==> config.mk <==
export PLATFORM = sky130hd
export DESIGN_NAME = serial_adc_reader
export DESIGN_NICKNAME = d
export VERILOG_FILES = /design/src/rtl/serial_adc_reader.sv
export SDC_FILE = /design/constraint.sdc
export NUM_CORES = 1
export LEC_CHECK = 0
export BUFFER_PORTS_ARGS = -buffer_cell sky130_fd_sc_hd__buf_2
export CORE_UTILIZATION = 40
export DETAILED_ROUTE_END_ITERATION = 12
export SLEW_MARGIN = 20
export SYNTH_ARGS = -nofsm -noshare
export SYNTH_HDL_FRONTEND = slang
export SYNTH_SLANG_ARGS = --single-unit
==> constraint.sdc <==
create_clock -name clk -period 6.6 [get_ports clk]
set_clock_uncertainty 0.15 [all_clocks]
set_input_delay 1.98 -clock clk [delete_from_list [all_inputs] [get_ports clk]]
set_output_delay 1.98 -clock clk [all_outputs]
set_load 0.1 [all_outputs]
==> src/rtl/serial_adc_reader.sv <==
module serial_adc_reader #(
  parameter int DATA_W   = 12,
  parameter int SKIP     = 3,
  parameter int HALF_DIV = 500,
  parameter int GAP      = 16
) (
  input  logic              clk,
  input  logic              rst_n,
  input  logic              start,
  input  logic              echo_en,
  input  logic              sdi,
  output logic              cs_n,
  output logic              sclk,
  output logic              busy,
  output logic              valid,
  output logic [DATA_W-1:0] result,
  output logic              mismatch
);
  localparam int NB  = SKIP + DATA_W;
  localparam int NE  = NB + DATA_W - 1;
  localparam int RCW = $clog2(NE + 1);
  localparam int DVW = $clog2(HALF_DIV + 1);
  localparam int GW  = $clog2(GAP + 1);
  localparam logic [RCW-1:0] SKIP_C = RCW'(SKIP);
  localparam logic [RCW-1:0] NB_C   = RCW'(NB);
  localparam logic [RCW-1:0] NE_C   = RCW'(NE);
  localparam logic [DVW-1:0] DIV_M1 = DVW'(HALF_DIV - 1);

  logic              run, echo_q;
  logic [DVW-1:0]    div_cnt;
  logic [RCW-1:0]    rcnt;
  logic [GW-1:0]     gap_cnt;
  logic [DATA_W-1:0] word;
  logic [DATA_W-2:0] echo;

  wire [RCW-1:0] r_next = rcnt + 1'b1;
  wire [RCW-1:0] last   = echo_q ? NE_C : NB_C;
  wire           tick   = div_cnt == DIV_M1;

  assign busy = run || (gap_cnt != '0);

  always_ff @(posedge clk or negedge rst_n) begin
    if (!rst_n) begin
      run      <= 1'b0;
      echo_q   <= 1'b0;
      cs_n     <= 1'b1;
      sclk     <= 1'b0;
      div_cnt  <= '0;
      rcnt     <= '0;
      gap_cnt  <= '0;
      word     <= '0;
      echo     <= '0;
      valid    <= 1'b0;
      result   <= '0;
      mismatch <= 1'b0;
    end else begin
      valid <= 1'b0;
      if (!run) begin
        if (gap_cnt != '0) begin
          gap_cnt <= gap_cnt - 1'b1;
        end else if (start) begin
          run     <= 1'b1;
          cs_n    <= 1'b0;
          echo_q  <= echo_en;
          div_cnt <= '0;
          rcnt    <= '0;
        end
      end else if (!tick) begin
        div_cnt <= div_cnt + 1'b1;
      end else begin
        div_cnt <= '0;
        if (!sclk) begin
          sclk <= 1'b1;
          rcnt <= r_next;
          if (r_next > SKIP_C && r_next <= NB_C)
            word <= {word[DATA_W-2:0], sdi};
          else if (r_next > NB_C)
            echo <= {sdi, echo[DATA_W-2:1]};
        end else begin
          sclk <= 1'b0;
          if (rcnt == last) begin
            run      <= 1'b0;
            cs_n     <= 1'b1;
            valid    <= 1'b1;
            result   <= word;
            mismatch <= echo_q && (echo != word[DATA_W-1:1]);
            gap_cnt  <= GW'(GAP);
          end
        end
      end
    end
  end

  assert_sclk_parked_R2: assert property (@(posedge clk) disable iff (!rst_n)
    cs_n |-> !sclk);
  assert_valid_single_R5: assert property (@(posedge clk) disable iff (!rst_n)
    valid |=> !valid);
  assert_valid_at_cs_rise_R5: assert property (@(posedge clk) disable iff (!rst_n)
    valid |-> $rose(cs_n));
  assert_no_echo_flag_R7: assert property (@(posedge clk) disable iff (!rst_n)
    (valid && !echo_q) |-> !mismatch);
  assert_gap_before_start_R8: assert property (@(posedge clk) disable iff (!rst_n)
    $fell(cs_n) |-> !$past(busy));
  assert_busy_cover_R10: assert property (@(posedge clk) disable iff (!rst_n)
    !cs_n |-> busy);
  assert_gap_busy_R10: assert property (@(posedge clk) disable iff (!rst_n)
    $rose(cs_n) |-> busy);
endmodule

; After elaboration in Yosys (flattened, before gate mapping)
; Cells that the tools add are included.
; W data, S select, Z words.
[totals]
regBits = 60
latchBits = 0
mem_bits_rw = 0
rom_bits = 0
output_inout_bits = 17
word_cells = 77
n_memories = 0
[op_classes]
addsub = 3
n_mul = 0
div = 0
order_cmp = 3
n_eq_ne = 8
shifts = 0
n_mux = 32
bitwise = 4
reduce_logical = 15
[op_table]
columns = operator, n
row1 = $mux W5, 11
row2 = $mux W9, 4
row3 = $mux W1, 17
row4 = $reduce_and A4 Y1, 4
row5 = $ne A11 B11 Y1, 1
row6 = $reduce_and A5 Y1, 2
row7 = $add A9 B1 Y9 const B, 1
row8 = $eq A9 B9 Y1 const B, 1
row9 = $ne A2 B2 Y1 const B, 3
row10 = $add A5 B1 Y5 const B, 1
row11 = $eq A5 B5 Y1, 1
row12 = $gt A5 B2 Y1 const B, 1
row13 = $gt A5 B4 Y1 const B, 1
row14 = $le A5 B4 Y1 const B, 1
row15 = $reduce_bool A5 Y1, 1
row16 = $sub A5 B1 Y5 const B, 1
row17 = $ne A2 B1 Y1 const B, 2
row18 = $not A1 Y1, 4
row19 = $reduce_and A2 Y1, 2
row20 = $reduce_bool A2 Y1, 2
row21 = $reduce_and A3 Y1, 1
row22 = $logic_and A1 B1 Y1, 2
row23 = $logic_or A1 B1 Y1, 1

; Longest topological paths before layout
[depth]
word_depth = 6
ltp_mapped = 8

; Worst setup path after synthesis
; Ideal clock, no wire load.
[synth_path]
path_kind = reg2out
from = reg gap_cnt[0]
to = out busy
arrival_time_ns = 1.756
required_ns = 4.470
slack_ns = 2.714
path_stages_with_launch = 5
path_buffers = 0
cell_sequence = dfrtp_1 > inv_1 > ha_1 > nor4b_1 > nand2b_1
[synth_via]
elab_chain_len = 2
[synth_lines]
columns = element, line_no
row1 = start: declaration, 32  ; logic [GW-1:0] gap_cnt;
row2 = start signal: assignment, 60  ; gap_cnt <= gap_cnt - 1'b1;
row3 = start signal: assignment, 87  ; gap_cnt <= GW'(GAP);
row4 = $reduce_bool A5 Y1, 40  ; assign busy = run || (gap_cnt != '0);
row5 = $logic_or A1 B1 Y1, 40
row6 = end: declaration, 14  ; output logic busy,
; No other way between the ends.

; Worst setup path in the final report
[layout_path]
from = reg gap_cnt[1]
to = out busy
; Same word-level chain as after synthesis.

==> impl_metrics.ini <==
[outcome]
outcome = finished clean

[power_and_ir_drop]
p_sw_mw = 0.1987
combPwrFrac_pct = 7.8
p_total_mw = 0.8120
p_int_mw = 0.6132
swShare_pct = 24.48
p_leak_nw = 1.509
power_density_nw_per_um2 = 254.1
irDropWorstVdd_mv = 0.1433
p_clk_share_pct = 41.1
sequentialPowerShare_pct = 51.1

[cells_and_area]
regArea_um2 = 1503
nFillCells = 624
multi_input_area_um2 = 1231
drive_gt1_share_pct = 33.33
area_growth_pct = 13.01
nNetsFinal = 263
antenna_cells = 0

[route]
drtAntennaViolNets = 0
num_vias = 1767
drc_errors = 0
dr.pass1.iters = 4
viasPerCell = 4.992
routed_wl_um = 4907
drtIter0Drc = 56
avgRoutedWirePerCell_um = 13.86

[clock_network]
cts_hold_buf = 0
ctsResizeCount = 0
postCtsSetupBuffers = 0
cts_buffer_depth = 2
htree_levels = 3
cts_sinks = 60
clkTransAtPathRegs_ps = 70
cts_tree = built
cts_buffers = 9
root_buffer = clkbuf_8
clkLatencyLatePin_ps = 330

[synthesis]
ys_warn_count = 0
synth_cells = 229
synthDistinctLibCells = 49
synth_top_family_by_area = multiplexers
synth_simple_gate_area_share_pct = 13.94
syn-cell-area_um2 = 2828
synth.avg_cell_area_um2 = 12.35
synthAdderAreaFrac_pct = 2.566
synth_seq_cells = 60
syn-num-nets = 239
synth-edff-count = 0
synth.area.mux_share_pct = 14.69
yosysSeqAreaShare_pct = 53.14
synth_area_leaders = dfrtp_1, mux2_2, xnor2_1, o21ai_0, ha_1
netlist.area_leader.share_pct = 52.21
ys.flop_type = dfrtp_1
synth_compound_area_share_pct = 5.619
synthArstFlopShare_pct = 100.0
yosys.area_share.xor_xnor_pct = 6.195
yosysTopAreaCell = dfrtp_1

[worst_setup_path]
crit_chain = inv_1 > ha_1 > nor4b_1 > nand2b_1 > buf_2
path_class = flop to output port
path_max_fanout = 5
cp-end-kind = output port
reg2reg_depth = 5
critical_path_depth = 5
crit_buf_inv = 2
required_ps = 4470
r2r_slack_ps = 3700
start_kind = flop
worst_r2r_startpoint = div_cnt[0]$_DFFE_PN0P_
arrival_ps = 1930
cpMaxStageDelayCell = nor4b_1
critical_path.max_stage_delay_ps = 550
cp_top_family = simple AND/OR/NAND/NOR gates
r2r_end = echo[8]$_DFFE_PN0P_

[floorplan]
core_area_um2 = 6794
ios = 22
die_w_um = 86.08
fp.dieH_um = 86.08
initial_utilization_pct = 41.62
die_area_um2 = 7410
row_count = 30

[global_routing]
grt_max_degree = 61
grt-ovfl-total = 0
grt_pass1_vias = 1796
grt_pass1_wl_um = 8528
antenna_found_initial = 0
grt_usage_pct = 15.15

[worst_hold_path]
hp-start = result[2]$_DFFE_PN0P_
hold_path_class = flop to flop
hold_depth = 1
whs_endpoint = result[2]$_DFFE_PN0P_

[timing]
period_minus_slack_ps = 4057
max-slew-margin-rel_pct = 47.35
rsz0062_at_grt = false
timing.final.crit_share_pct = 61.47
fmax_mhz = 246.5
fin_tns_setup_ps = 0
setup_viol_count_final = 0
tightestPinTransition_ps = 789.8
final_max_slew_viol_count = 0
finalHoldViolCount = 0

[placed_design]
place_congestion = 0.7088
dpl.hpwl_um = 3227
portBuffers = 21

[run]
maxCapViolations = 0
final cells by class:
| type | instances | area share, % |
|---|---|---|
| Clock buffer | 12 | 4.855 |
| Clock inverter | 4 | 1.488 |
| Inverter | 5 | 0.5873 |
| Multi-Input combinational cell | 154 | 38.53 |
| Sequential cell | 60 | 47.02 |
| Tap cell | 96 | 3.759 |
| Timing Repair Buffer | 23 | 3.759 |
routing by layer:
metal  wire (µm)  share of wire, %  track usage [%]
met4         102               2.1            8.182
met1        2387                49            20.69
met3         157               3.2            3.754
met5           0                 0                0
met2        2260                46            22.15
metrics by stage:
stage,hold WS [ps],worst slack (ps),instance area (µm²),util [%],cells
after global placement,335.5,2922,2993,44.05,338
after global routing,358.3,2377,3196,47.04,354
after CTS,353.4,2525,3196,47.04,354
final,352.1,2543,3196,47.04,354
after detailed placement,341.9,2902,2993,44.05,338
after floorplan,308.0,2714,2828,-,229
cells by family after synthesis:
family,count (synthesis)
AO/OA/AOI/OAI,27
flip-flops,60
multiplexers,37
adder cells (fa/ha/maj),6
AND/OR/NAND/NOR,64
XOR/XNOR,20
buffers and inverters,15
registers in the layout, summed over array words and instances, names as in the netlist:
name	cells
echo	11
valid	1
cs_n	1
mismatch	1
result	12
gap_cnt	5
echo_q	1
div_cnt	9
rcnt	5
sclk	1
run	1
word	12
synth_stat cells, types with 2 or more instances:
| library cell | count |
|---|---|
| a21oi_1 | 3 |
| and2_2 | 2 |
| and2b_2 | 2 |
| buf_2 | 2 |
| buf_6 | 3 |
| clkbuf_8 | 2 |
| dfrtp_1 | 59 |
| ha_1 | 5 |
| inv_1 | 5 |
| mux2_2 | 36 |
| nand2_1 | 8 |
| nand2b_1 | 5 |
| nand3_1 | 7 |
| nand4_1 | 4 |
| nor2_1 | 14 |
| nor2b_1 | 2 |
| nor3_1 | 4 |
| nor4_1 | 2 |
| nor4bb_1 | 2 |
| o21ai_0 | 15 |
| xnor2_1 | 16 |
| xor2_1 | 4 |
worst max-delay path by stage:
stage | from | endpoint | slack, ps
final | gap_cnt[1]$_DFFE_PN0P_ | busy | 2540
after global routing | gap_cnt[0]$_DFFE_PN0P_ | busy | 2380
after CTS | gap_cnt[0]$_DFFE_PN0P_ | busy | 2520
after detailed placement | gap_cnt[0]$_DFFE_PN0P_ | busy | 2900
after global placement | gap_cnt[0]$_DFFE_PN0P_ | busy | 2920
after floorplan | gap_cnt[0]$_DFFE_PN0P_ | busy | 2710
power groups by stage:
stage,logic (mW),registers [mW],clock network [mW]
floorplan,0.0521,0.414,0
global placement,0.0623,0.422,0
global route,0.0769,0.420,0.360
finish,0.0636,0.415,0.333
detailed placement,0.0650,0.422,0
CTS,0.0651,0.415,0.346
placed cells by master (no fill, tap or decap), types with 2 or more instances in the layout:
cell type,instances
buf_4,2
nand3_1,7
buf_2,21
clkbuf_8,11
and2_2,2
mux2_2,36
nand2_1,8
xor2_1,4
a21oi_1,3
o21ai_0,15
xnor2_1,16
nor4_1,2
nor2_1,14
nand2b_1,5
clkinv_2,2
inv_1,5
nor2b_1,2
nand4_1,4
and2b_2,2
dfrtp_1,59
ha_1,5
nor3_1,4
worst reg2reg max path, stage by stage, from the launching register on:
cell and delay, ps:
dfrtp_1 370, ha_1 250, nand4bb_2 150, or4b_1 710, nor4_4 760, mux2_2 410
(Power assumes the default switching activity.)
